**config.mk**
```make
export PLATFORM = sky130hd
export DESIGN_NAME = vcm_mul4
export DESIGN_NICKNAME = d
export VERILOG_FILES = /design/src/rtl/vcm_pkg.sv /design/src/rtl/vcm_half_add.sv /design/src/rtl/vcm_full_add.sv /design/src/rtl/vcm_ones5.sv /design/src/rtl/vcm_mul2.sv /design/src/rtl/vcm_rca.sv /design/src/rtl/vcm_mul4.sv
export SDC_FILE = /design/constraint.sdc
export NUM_CORES = 1
export LEC_CHECK = 0
export ABC_AREA = 1
export BUFFER_PORTS_ARGS = -buffer_cell sky130_fd_sc_hd__buf_2
export CAP_MARGIN = 40
export CORE_AREA = 5 5 42 44
export DETAILED_ROUTE_END_ITERATION = 10
export DIE_AREA = 0 0 47 49
export MAX_ROUTING_LAYER = met4
export PLACE_DENSITY = 0.53
export SLEW_MARGIN = 40
export SYNTH_ARGS = -nofsm -noshare
export SYNTH_HDL_FRONTEND = slang
export SYNTH_SLANG_ARGS = --single-unit
```
**constraint.sdc**
```tcl
create_clock -name vclk -period 4.2
set_input_delay 0.21 -clock vclk [all_inputs]
set_output_delay 0.21 -clock vclk [all_outputs]
set_load 0.02 [all_outputs]
```
**src/rtl/vcm_pkg.sv**
```systemverilog
package vcm_pkg;
  localparam int OP_W   = 4;
  localparam int PROD_W = 2 * OP_W;
  localparam int HALF_W = OP_W / 2;
  localparam int STRUCT_COUNTER = 0;
  localparam int STRUCT_SPLIT   = 1;
endpackage

```
**src/rtl/vcm_half_add.sv**
```systemverilog
module vcm_half_add (
  input  logic a,
  input  logic b,
  output logic s,
  output logic co
);
  assign s  = a ^ b;
  assign co = a & b;
endmodule

```
**src/rtl/vcm_full_add.sv**
```systemverilog
module vcm_full_add (
  input  logic a,
  input  logic b,
  input  logic ci,
  output logic s,
  output logic co
);
  logic p;
  assign p  = a ^ b;
  assign s  = p ^ ci;
  assign co = (a & b) | (p & ci);
endmodule

```
**src/rtl/vcm_ones5.sv**
```systemverilog
module vcm_ones5 (
  input  logic x,
  input  logic y,
  input  logic z,
  input  logic w,
  input  logic ca,
  output logic s,
  output logic c0,
  output logic c1
);
  logic s_a, k_a, k_b;

  vcm_full_add u_fa_a (.a(x),   .b(y), .ci(z),  .s(s_a), .co(k_a));
  vcm_full_add u_fa_b (.a(s_a), .b(w), .ci(ca), .s(s),   .co(k_b));
  vcm_half_add u_ha   (.a(k_a), .b(k_b), .s(c0), .co(c1));

  always_comb begin
    AST_CNT_EXACT: assert ({29'd0, c1, c0, s} == $countones({x, y, z, w, ca}));
    AST_CNT_RANGE: assert ({c1, c0, s} <= 3'd5);
  end
endmodule

```
**src/rtl/vcm_mul2.sv**
```systemverilog
module vcm_mul2 (
  input  logic [1:0] a,
  input  logic [1:0] b,
  output logic [3:0] p
);
  logic k1;

  assign p[0] = a[0] & b[0];
  vcm_half_add u_ha_x (.a(a[1] & b[0]), .b(a[0] & b[1]), .s(p[1]), .co(k1));
  vcm_half_add u_ha_h (.a(a[1] & b[1]), .b(k1),          .s(p[2]), .co(p[3]));

  always_comb begin
    AST_SUB_PRODUCT: assert (p == {2'b00, a} * {2'b00, b});
  end
endmodule

```
**src/rtl/vcm_rca.sv**
```systemverilog
module vcm_rca #(
  parameter int W = 4
) (
  input  logic [W-1:0] a,
  input  logic [W-1:0] b,
  output logic [W-1:0] s,
  output logic         co
);
  logic [W:0] c;
  assign c[0] = 1'b0;

  for (genvar i = 0; i < W; i++) begin : g_bit
    vcm_full_add u_fa (.a(a[i]), .b(b[i]), .ci(c[i]), .s(s[i]), .co(c[i+1]));
  end

  assign co = c[W];
endmodule

```
**src/rtl/vcm_mul4.sv**
```systemverilog
module vcm_mul4
  import vcm_pkg::*;
#(
  parameter int STRUCT = STRUCT_COUNTER
) (
  input  logic [3:0] a_i,
  input  logic [3:0] b_i,
  output logic [7:0] q_o
);
  if (STRUCT == STRUCT_COUNTER) begin : g_counter
    logic [OP_W-1:0][OP_W-1:0] pp;  // pp[i][j] = a[i] & b[j], column i+j
    logic k1, k2a, k2b, h3c, cs, cc0, cc1;
    logic s4, k4a, k4b, s5, k5a, k5b;

    for (genvar i = 0; i < OP_W; i++) begin : g_row
      for (genvar j = 0; j < OP_W; j++) begin : g_col
        assign pp[i][j] = a_i[i] & b_i[j];
      end
    end

    logic s2;
    // column 0
    assign q_o[0] = pp[0][0];
    // column 1
    vcm_half_add u_ha_c1 (.a(pp[1][0]), .b(pp[0][1]), .s(q_o[1]), .co(k1));
    // column 2
    vcm_full_add u_fa_c2 (.a(pp[2][0]), .b(pp[1][1]), .ci(pp[0][2]), .s(s2), .co(k2a));
    vcm_half_add u_ha_c2 (.a(s2), .b(k1), .s(q_o[2]), .co(k2b));
    // column 3: densest column, five-input counter plus one half adder
    vcm_ones5 u_cnt (.x(pp[3][0]), .y(pp[2][1]), .z(pp[1][2]), .w(pp[0][3]),
                     .ca(k2a), .s(cs), .c0(cc0), .c1(cc1));
    vcm_half_add u_ha_c3 (.a(cs), .b(k2b), .s(q_o[3]), .co(h3c));
    // column 4
    vcm_full_add u_fa_c4a (.a(pp[3][1]), .b(pp[2][2]), .ci(pp[1][3]), .s(s4), .co(k4a));
    vcm_full_add u_fa_c4b (.a(s4), .b(cc0), .ci(h3c), .s(q_o[4]), .co(k4b));
    // column 5 (counter's weight-4 output lands here)
    vcm_full_add u_fa_c5a (.a(pp[3][2]), .b(pp[2][3]), .ci(cc1), .s(s5), .co(k5a));
    vcm_full_add u_fa_c5b (.a(s5), .b(k4a), .ci(k4b), .s(q_o[5]), .co(k5b));
    // column 6 and top bit
    vcm_full_add u_fa_c6 (.a(pp[3][3]), .b(k5a), .ci(k5b), .s(q_o[6]), .co(q_o[7]));
  end else begin : g_split
    logic [3:0] p_ll, p_hl, p_lh, p_hh;
    logic [3:0] s_x, s_m, s_h;
    logic       k_x, k_m, k_h;

    vcm_mul2 u_m_ll (.a(a_i[HALF_W-1:0]),    .b(b_i[HALF_W-1:0]),    .p(p_ll));
    vcm_mul2 u_m_hl (.a(a_i[OP_W-1:HALF_W]), .b(b_i[HALF_W-1:0]),    .p(p_hl));
    vcm_mul2 u_m_lh (.a(a_i[HALF_W-1:0]),    .b(b_i[OP_W-1:HALF_W]), .p(p_lh));
    vcm_mul2 u_m_hh (.a(a_i[OP_W-1:HALF_W]), .b(b_i[OP_W-1:HALF_W]), .p(p_hh));

    vcm_rca #(.W(OP_W)) u_rca_x (.a(p_hl), .b(p_lh), .s(s_x), .co(k_x));
    vcm_rca #(.W(OP_W)) u_rca_m (.a(s_x), .b({2'b00, p_ll[3:2]}), .s(s_m), .co(k_m));
    vcm_rca #(.W(OP_W)) u_rca_h (.a(p_hh), .b({1'b0, k_x | k_m, s_m[3:2]}),
                                 .s(s_h), .co(k_h));

    assign q_o = {s_h, s_m[1:0], p_ll[1:0]};

    always_comb begin
      AST_MERGE_EXCL: assert (!(k_x && k_m));
      AST_TOP_NOCARRY: assert (!k_h);
    end
  end

  always_comb begin
    AST_PRODUCT: assert (q_o == {4'b0000, a_i} * {4'b0000, b_i});
    AST_LSB: assert (q_o[0] == (a_i[0] & b_i[0]));
    AST_ZERO: assert (!((a_i == 4'd0) || (b_i == 4'd0)) || (q_o == 8'd0));
  end
endmodule

```
==> results.sh <==
export IMPL_via_per_inst=3.920
export IMPL_crit_required_ns=3.99
export IMPL_ctsResizeCount=0
export IMPL_setup_tns_ns=0
export IMPL_syn_to_final_growth_pct=12.54
export IMPL_clockPowerShare_pct=0
export IMPL_grt_pass1_vias=286
export IMPL_drtIter0Drc=1
export IMPL_wire_per_inst_um=8.227
export IMPL_numPortBuffers=16
export IMPL_worstPathMaxFanout=4
export IMPL_synth_area_sq_um=379.1
export IMPL_core_sq_um=1401
export IMPL_nets=81
export IMPL_crit_top_cell="fa_1"
export IMPL_fp_dieW_um=47
export IMPL_avgSynthCellArea_sq_um=7.582
export IMPL_swShare_pct=63.76
export IMPL_max_stage_delay_ns=0.54
export IMPL_period_share_pct=78.51
export IMPL_initial_core_util_pct=27.05
export IMPL_dr_pass1_iters=2
export IMPL_vias=294
export IMPL_ys_seq_area_share_pct=0
export IMPL_syn_nets=70
export IMPL_p_int_w=0.00002471
export IMPL_pwr_share_comb_pct=100.0
export IMPL_floorplan_die_area_sq_um=2303
export IMPL_grt_pass1_wl_mm=1.076
export IMPL_fin_util_pct=30.45
export IMPL_ant_nets=0
export IMPL_finalPower_w=0.00006818
export IMPL_track_usage_pct=5.810
export IMPL_gp_congestion=0.7032
export IMPL_start_kind="input port"
export IMPL_hold_buffers=0
export IMPL_clock_buffers=0
export IMPL_gr_total_overflow=0
export IMPL_drt_wl_total_um=617
export IMPL_ys_types=5
export IMPL_switching_power_w=0.00004348
export IMPL_critPathKind="input port to output port"
export IMPL_cp_end_kind="output port"
export IMPL_fmax_mhz=303.3
export IMPL_critPathArrivalTime_ns=3.09
export IMPL_final_seq_area_sq_um=0
export IMPL_min_path_type="input port to output port"
export IMPL_post_cts_buffers=0
export IMPL_min_path_cells=4
export IMPL_layout_min_cycle_time_ns=3.298
export IMPL_path_cells="buf_2 -> nand2_1 -> fa_1 -> fa_1 -> inv_1 -> ha_1 -> fa_1 -> fa_1 -> fa_1 -> buf_2"
export IMPL_synth_warning_count=0
export IMPL_dp_final_hpwl_um=621.1
export IMPL_grt_antenna_before_repair=0
export IMPL_grt_max_degree=5
export IMPL_maxCapViolCount=0
export IMPL_slowest_stage="fa_1"
export IMPL_relSlewSlack_pct=93.38
export IMPL_setup_viol=0
export IMPL_ir_drop_mv=0.03043
export IMPL_p_per_area_nw_per_um2=159.8
export IMPL_status="complete, no violations"
export IMPL_maxSlewViolCount=0
export IMPL_p_leak_nw=0.3134
export IMPL_rsz0062_at_grt="false"
export IMPL_syn_inst=50
export IMPL_io_pins=16
export IMPL_seq_cells=0
export IMPL_worstMarginPinSlew_ns=0.09916
export IMPL_layout_drive_gt1_share_pct=27.12
export IMPL_hp_start="a_i[0]"
export IMPL_seq_power_share_pct=0
export IMPL_drc=0
export IMPL_whs_endpoint="q_o[0]"
export IMPL_die_h_um=49
export IMPL_row_count=14
export IMPL_finalHoldViolCount=0
export IMPL_insertedDiodeCount=0
per-layer routing:
metal	share of wire (%)	wire length (um)	GRT usage [%]	vias up
li1	-	-	-	151
met1	37	231	6.040	139
met2	59	363	11.99	4
met3	3.6	22	0	0
met4	0	0	0	0
met5	0	0	-	-
cell usage after synthesis:
cell type / instances / area, sq um
nand2_1: 16 / 60.06
inv_1: 15 / 56.30
fa_1: 8 / 160.2
buf_4: 7 / 52.55
ha_1: 4 / 50.05
area by class of cell:
cell class | count | area [sq um]
Multi-Input combinational cell | 28 | 270.3
Inverter | 15 | 56.30
Fill cell | 162 | 974.7
Tap cell | 16 | 20.02
Timing Repair Buffer | 16 | 80.08
worst max-delay path, delay by kind of cell:
family | cells | cell delay [ns]
adder cells (fa/ha/maj) | 6 | 2.50
AND/OR/NAND/NOR | 1 | 0.08
buffers and inverters | 3 | 0.31
power groups by stage:
stage	clock network, W	logic [W]	registers, W
floorplan	0	0.0000658	0
global placement	0	0.0000698	0
detailed placement	0	0.0000703	0
CTS	0	0.0000708	0
global route	0	0.0000792	0
finish	0	0.0000682	0
metrics by stage:
stage | worst slack [ns] | cells | instance area, sq um | hold slack (ns)
final | 0.9024 | 75 | 426.7 | 0.7708
after global routing | 0.7716 | 75 | 426.7 | 0.8020
after CTS | 0.8671 | 75 | 426.7 | 0.7726
after detailed placement | 0.8719 | 75 | 426.7 | 0.7706
after global placement | 0.8714 | 75 | 426.7 | 0.7693
after floorplan | 1.099 | 50 | 379.1 | 0.5423
placed cells by master (no fill, tap or decap):
master and count:
buf_2 16, fa_1 8, ha_1 4, inv_1 15, nand2_1 16
worst max-delay path by stage:
stage	start	end	slack, ns	cells after the start
2_1_floorplan	b_i[0]	q_o[6]	1.10	9
3_3_place_gp	a_i[3]	q_o[6]	0.87	10
3_5_place_dp	a_i[3]	q_o[6]	0.87	10
4_1_cts	b_i[0]	q_o[6]	0.87	10
5_1_grt	a_i[3]	q_o[6]	0.77	10
6_report	b_i[0]	q_o[6]	0.90	10
logic make-up (layout without fill, tap and decap cells):
kind of cell  Yosys count  after routing  synth area share (%)
fa+ha+maj              12             12                 55.45
buf+inv                22             31                 28.71
simple gates           16             16                 15.84
Power figures use the tool's default switching activity.
